`config.mk`:
```
export PLATFORM = sky130hd
export DESIGN_NAME = bus_arbiter
export DESIGN_NICKNAME = d
export VERILOG_FILES = /design/src/rtl/arb_pkg.sv /design/src/rtl/arb_prio_pick.sv /design/src/rtl/arb_onehot_dec.sv /design/src/rtl/bus_arbiter.sv
export SDC_FILE = /design/constraint.sdc
export NUM_CORES = 1
export LEC_CHECK = 0
export BUFFER_PORTS_ARGS = -buffer_cell sky130_fd_sc_hd__buf_2
export CELL_PAD_IN_SITES_DETAIL_PLACEMENT = 1
export CELL_PAD_IN_SITES_GLOBAL_PLACEMENT = 2
export CORE_AREA = 2 2 48 50
export CTS_CLUSTER_DIAMETER = 50
export DETAILED_ROUTE_END_ITERATION = 6
export DIE_AREA = 0 0 50 52
export MAX_ROUTING_LAYER = met4
export PLACE_DENSITY = 0.75
export SLEW_MARGIN = 20
export SYNTH_ARGS = -nofsm -noshare
export SYNTH_HDL_FRONTEND = slang
export SYNTH_SLANG_ARGS = --single-unit
```
`constraint.sdc`:
```
create_clock -name clk -period 1.8 [get_ports clk]
set_input_delay 0.36 -clock clk [delete_from_list [all_inputs] [get_ports clk]]
set_output_delay 0.36 -clock clk [all_outputs]
set_load 0.01 [all_outputs]
```
`src/rtl/arb_pkg.sv`:
```
package arb_pkg;
  typedef enum logic [2:0] {
    ST_CPU,   // processor owns the bus
    ST_HOLD,  // hold raised, waiting for acknowledge
    ST_GAP,   // idle clock, next owner chosen here
    ST_OWN,   // one master owns the bus
    ST_RET    // handing back, waiting for acknowledge to fall
  } arb_state_e;
endpackage

```
`src/rtl/arb_prio_pick.sv`:
```
module arb_prio_pick #(
  parameter int N    = 4,
  parameter int IDXW = (N > 1) ? $clog2(N) : 1
) (
  input  logic [N-1:0]    req,
  output logic            any,
  output logic [IDXW-1:0] idx
);
  always_comb begin
    any = |req;
    idx = '0;
    for (int i = N - 1; i >= 0; i--) begin
      if (req[i]) idx = IDXW'(i);
    end
  end
endmodule

```
`src/rtl/arb_onehot_dec.sv`:
```
module arb_onehot_dec #(
  parameter int N    = 4,
  parameter int IDXW = (N > 1) ? $clog2(N) : 1
) (
  input  logic            en,
  input  logic [IDXW-1:0] idx,
  output logic [N-1:0]    vec
);
  for (genvar g = 0; g < N; g++) begin : g_bit
    assign vec[g] = en && (idx == IDXW'(g));
  end
endmodule

```
`src/rtl/bus_arbiter.sv`:
```
module bus_arbiter
  import arb_pkg::*;
#(
  parameter int NUM_MASTERS = 4
) (
  input  logic                   clk,
  input  logic                   rst_n,
  input  logic [NUM_MASTERS-1:0] req_i,
  input  logic [NUM_MASTERS-1:0] lock_i,
  input  logic                   urgent_i,
  input  logic                   cpu_lock_i,
  input  logic                   hlda_i,
  output logic [NUM_MASTERS-1:0] gnt_o,
  output logic                   cpu_gnt_o,
  output logic                   hold_o,
  output logic                   boff_n_o
);
  localparam int IDXW = (NUM_MASTERS > 1) ? $clog2(NUM_MASTERS) : 1;

  arb_state_e      state_q, state_d;
  logic [IDXW-1:0] owner_q, owner_d;
  logic            boff_path_q, boff_path_d;
  logic            pick_any;
  logic [IDXW-1:0] pick_idx;
  logic            taken;

  arb_prio_pick #(.N(NUM_MASTERS), .IDXW(IDXW)) u_pick (
    .req (req_i),
    .any (pick_any),
    .idx (pick_idx)
  );

  always_comb begin
    state_d     = state_q;
    owner_d     = owner_q;
    boff_path_d = boff_path_q;
    case (state_q)
      ST_CPU: begin
        if (pick_any && !cpu_lock_i) begin
          state_d     = urgent_i ? ST_GAP : ST_HOLD;
          boff_path_d = urgent_i;
        end
      end
      ST_HOLD: begin
        if (hlda_i && !cpu_lock_i) state_d = ST_GAP;
      end
      ST_GAP: begin
        if (pick_any) begin
          state_d = ST_OWN;
          owner_d = pick_idx;
        end else begin
          state_d = ST_RET;
        end
      end
      ST_OWN: begin
        if (!req_i[owner_q] && !lock_i[owner_q]) state_d = ST_GAP;
      end
      ST_RET: begin
        if (!hlda_i) begin
          state_d     = ST_CPU;
          boff_path_d = 1'b0;
        end
      end
      default: state_d = ST_CPU;
    endcase
  end

  always_ff @(posedge clk or negedge rst_n) begin
    if (!rst_n) begin
      state_q     <= ST_CPU;
      owner_q     <= '0;
      boff_path_q <= 1'b0;
    end else begin
      state_q     <= state_d;
      owner_q     <= owner_d;
      boff_path_q <= boff_path_d;
    end
  end

  assign taken     = (state_q == ST_GAP) || (state_q == ST_OWN);
  assign cpu_gnt_o = (state_q == ST_CPU) || (state_q == ST_HOLD);
  assign hold_o    = !boff_path_q && (taken || state_q == ST_HOLD);
  assign boff_n_o  = !(boff_path_q && taken);

  arb_onehot_dec #(.N(NUM_MASTERS), .IDXW(IDXW)) u_dec (
    .en  (state_q == ST_OWN),
    .idx (owner_q),
    .vec (gnt_o)
  );
endmodule

```
# Word-level counts from Yosys, hierarchy flattened
# Cells that the tools add are included.
[op_classes] n_lt_le_gt_ge=1 reduce_logical=24 muxes=18 eq_ne=11
[op_table] operator="2-to-1 mux 3 bit" count=5
[op_table] operator="case mux 3 bit (5 select lines)" count=1
[op_table] operator="2-to-1 mux 2 bit" count=5
[op_table] operator="logical AND 1 bit" count=9
[op_table] operator="!= test 2 bit, second input constant" count=4
[op_table] operator="== test 3 x 2 -> 1 bit, second input constant" count=2
[op_table] operator="zero test 1 bit" count=5
[op_table] operator="binary-select mux 1 bit (select 2 bit)" count=2
[op_table] operator="== test 2 bit, second input constant" count=2
[op_table] operator="2-to-1 mux 1 bit" count=4
[op_table] operator="AND reduction 4 bit" count=1
[op_table] operator="OR reduction 4 bit" count=1
[op_table] operator="== test 3 x 1 -> 1 bit, second input constant" count=1
[op_table] operator="== test 3 bit, second input constant" count=1
[op_table] operator="zero test 3 bit" count=1
[op_table] operator="logical OR 1 bit" count=3
[op_table] operator="less-than comparator 2 x 3 -> 1 bit, second input constant" count=1
[op_table] operator="AND reduction 3 bit" count=1
[op_table] operator="== test 2 x 1 -> 1 bit, second input constant" count=1
[op_table] operator="zero test 2 bit" count=1
[op_table] operator="case mux 1 bit (2 select lines)" count=1
[op_table] operator="AND reduction 2 bit" count=1
[op_table] operator="nonzero test 2 bit" count=1
[word_totals] inputBits=13 elab_cells=57 reg_bits=6 out_inout_bits=7

# Depth between registers and ports, before layout
[depth] ltp_word=6 ltp_mapped=5 mapped_depth_nobuf=4

# By module
# From an unflattened synthesis, not the netlist that was laid out.
[hier_totals] cells_unflattened=54 hier_area_um2=483.0
[modules_own_cells] module="bus_arbiter" seq_area_each_um2=150.1 cells_per_inst=43 area_per_inst_um2=410.4 instances=1
[modules_own_cells] module="arb_onehot_dec" seq_area_each_um2=0.0 cells_per_inst=4 area_per_inst_um2=37.5 instances=1
[modules_own_cells] module="arb_prio_pick" seq_area_each_um2=0.0 cells_per_inst=7 area_per_inst_um2=35.0 instances=1

# Worst setup path before layout
# Ideal clock, no wire load.
[synth_timing] kind="reg2out" startpoint="reg state_q[2]" endpoint="out gnt_o[2]" t_required_ns=1.440 path_slack_ns=0.399 path_stages_with_launch=4 arrival_time_ns=1.041 path_buffers=0 path_cell_list="dfrtp_1 -> and2b_1 -> nand2_1 -> nor3b_1"
[synth_between] elab_chain_len=2
[synth_lines] element="start: declaration" line_no="bus_arbiter.sv:20" rtl="arb_state_e state_q, state_d;"
[synth_lines] element="start signal: assignment" line_no="bus_arbiter.sv:74" rtl="state_q <= state_d;"
[synth_lines] element="== test 3 x 2 -> 1 bit" line_no="bus_arbiter.sv:86" rtl=".en (state_q == ST_OWN),"
[synth_lines] element="logical AND 1 bit" line_no="arb_onehot_dec.sv:10" rtl="assign vec[g] = en && (idx == IDXW'(g));"
[synth_lines] element="end: declaration" line_no="bus_arbiter.sv:13" rtl="output logic [NUM_MASTERS-1:0] gnt_o,"
# No other way between the ends.

# Final worst setup path
# Ends and elaborated chain as after synthesis.

==> results.toml <==
[outcome]
status = "completed"

[floorplan]
num_rows = 17
ios = 20
die-area_sq_um = 2600
die_w_microns = 50
design.core.area_sq_um = 2110
fp.dieH_microns = 52
initial_utilization_pct = 22.5

[detailed_routing]
dr_wl_met2_microns = 697
m1WireLength_microns = 643
wirelength_microns = 1450
first_pass_iters = 4
route.met3.wl_microns = 88
ant_nets = 0
route.detailed.drc = 0
routedWlPerCell_microns = 13.4
top_layer = "met4"
vias = 527
drt_iter0_drc = 6
via_per_inst = 4.88

[grt]
grt_pass1_vias = 493
grt_max_degree = 13
grt_pass1_wl_microns = 2400
grt_util_all_layers_pct = 12.8
grt-ovfl-total = 0
antenna_found_initial = 0

[pwr]
power.density_nw_per_um2 = 1320
ir_drop_mv = 0.501
leakage_nw = 0.281

[critical_path]
slowest_stage = "dfrtp_1"
arrival_ns = 1.32
path_buf_inv = 1
cp-end-kind = "output pin"
critPathKind = "flip-flop to output pin"
critPathTopFamily = "simple AND/OR/NAND/NOR gates"
crit_chain = "and2b_2 -> nand2_1 -> nor3b_1 -> buf_2"
slowest_delay_ns = 0.38
worst_ep_required_time_ns = 1.44
cp_max_fo = 4
critPathLaunchType = "flip-flop"

[logic_synthesis]
async_reset_ff_share_pct = 100
syn_nets = 69
synth.top_cells.by_area = "dfrtp_1 (32%), nand2_1 (4.7%), nor4_4 (4.5%), nor3_1 (4.2%), nor2_1 (4.0%)"
netlist_instances = 56
synthesis.area_sq_um = 474
synth_area_leader_cell = "dfrtp_1"
syn-mean-instance-area_sq_um = 8.47
synth_top_area_share_pct = 31.7
ys.flop_type = "dfrtp_1"
ys_seq_area_share_pct = 31.7
ys_types = 28
synth_seq_cells = 6
synth_edf_count = 0
ys_warn_count = 0

[sta]
slew_headroom_pct = 73.4
setup_violations = 0
fin_skew_ns = 0.00570
setup_tns_ns = 0
hold_viol = 0
rsz0062_at_grt = "false"
fin_crit_sh_pct = 93.4
slew_violations = 0
fmax_mhz = 595
period_needed_ns = 1.68
worst_pin_slew_ns = 0.394

[min_path]
hold_path_class = "input port to asynchronous set/reset pin"

[cts]
clock_path_buffers = 2
ctsHtreeMaxLevel = 1
insertion_delay_ns = 0.25
cts_root_buf = "clkbuf_4"
clkSinkCount = 6
cts_tree = "built"
numCtsBuffers = 3
clkTransAtPathRegs_ns = 0.05

[final_layout]
area_growth_pct = 37.2
num-nets-final = 95
drive_above_1_share_pct = 41.3
mostFrequentLayoutCells = "buf_2 (19), nand2_1 (6), nor2_1 (5), dfrtp_1 (5), nor3_1 (4)"
fill_cells = 268
antenna_cells = 0
final_common_cell = "buf_2"
fin_cells = 108

[place]
hpwl_microns = 1120
place_inst = 102
portBuffers = 19
place_congestion = 0.814

[job]
maxCapViolCount = 0
## worst register-to-register path: stages, from the launching register on
cell	delay, ns
dfrtp_1	0.50
or3b_1	0.38
o311ai_0	0.11
a21oi_1	0.12
o31a_1	0.27
## report_power, final
| group | switching, W | internal (W) | leakage (nW) |
|---|---|---|---|
| logic | 0.000207 | 0.000229 | 0.196 |
| registers | 0.000101 | 0.000192 | 0.0710 |
| clock network | 0.0000540 | 0.0000758 | 0.0138 |
| total | 0.000363 | 0.000497 | 0.281 |
## per-stage QoR
step / worst slack, ns / utilization (%) / total power [W] / area [sq um] / hold slack (ns)
final: 0.119 / 30.9 / 0.000860 / 651 / 0.471
after global routing: 0.0125 / 30.9 / 0.000943 / 651 / 0.479
after CTS: 0.0180 / 30.1 / 0.000849 / 633 / 0.464
after detailed placement: 0.214 / 28.5 / 0.000713 / 601 / 0.198
after global placement: 0.216 / 28.5 / 0.000700 / 601 / 0.190
after floorplan: 0.399 / - / 0.000556 / 474 / 0.0644
## sequential cells by signal, summed over array words and instances, names as in the netlist
signal,flops
owner_q,2
state_q,3
boff_path_q,1
## logic make-up after synthesis
kind of cell | count (synthesis) | synth area share, %
muxes | 1 | 2.37
AOI/OAI and AO/OA | 15 | 22.7
DFF | 6 | 31.7
and+or+nand+nor | 32 | 40.9
buffers and inverters | 2 | 2.37
## timing repair
action,CTS,global route
endpoints found under the setup margin,0,3
endpoints found under the hold margin,6,0
buffers inserted,0,2
resized for setup,0,2
hold buffers,1,0
## synthesized netlist by cell type, types with 2 or more instances
master	number
dfrtp_1	6
or2_2	2
nor3b_1	2
nor2_1	5
a21oi_1	3
nor3_1	4
nor2b_1	3
nand2_1	6
o21a_1	2
o21ai_0	2
o311ai_0	2
and2b_1	2
nand2b_1	2
## path summary, 6_finish.rpt
| path | cells after the start | from | slack [ns] | to |
|---|---|---|---|---|
| hold / removal | 2 | rst_n | 0.47 | owner_q[1] |
| min in group clk | 2 | req_i[1] | 0.48 | owner_q[0] |
| max in group asynchronous | 2 | rst_n | 1.16 | state_q[1] |
| setup reg to reg | 4 | owner_q[0] | 0.30 | state_q[0] |
| hold reg to reg | 1 | boff_path_q | 0.58 | boff_path_q |
| setup / recovery | 4 | state_q[2] | 0.12 | gnt_o[2] |
## area by class of cell
cell class	count	area [sq um]	share of cell area, %
Timing Repair Buffer	23	128	19.6
Clock buffer	3	22.5	3.46
Tap cell	28	35.0	5.38
Multi-Input combinational cell	48	314	48.3
Sequential cell	6	151	23.3
## routing by layer
layer	track usage [%]	vias up
met3	3.16	2
met4	5.56	0
met5	-	-
li1	-	255
met1	15.3	248
met2	20.4	22
Note: power is estimated with default switching activity, not from simulation.
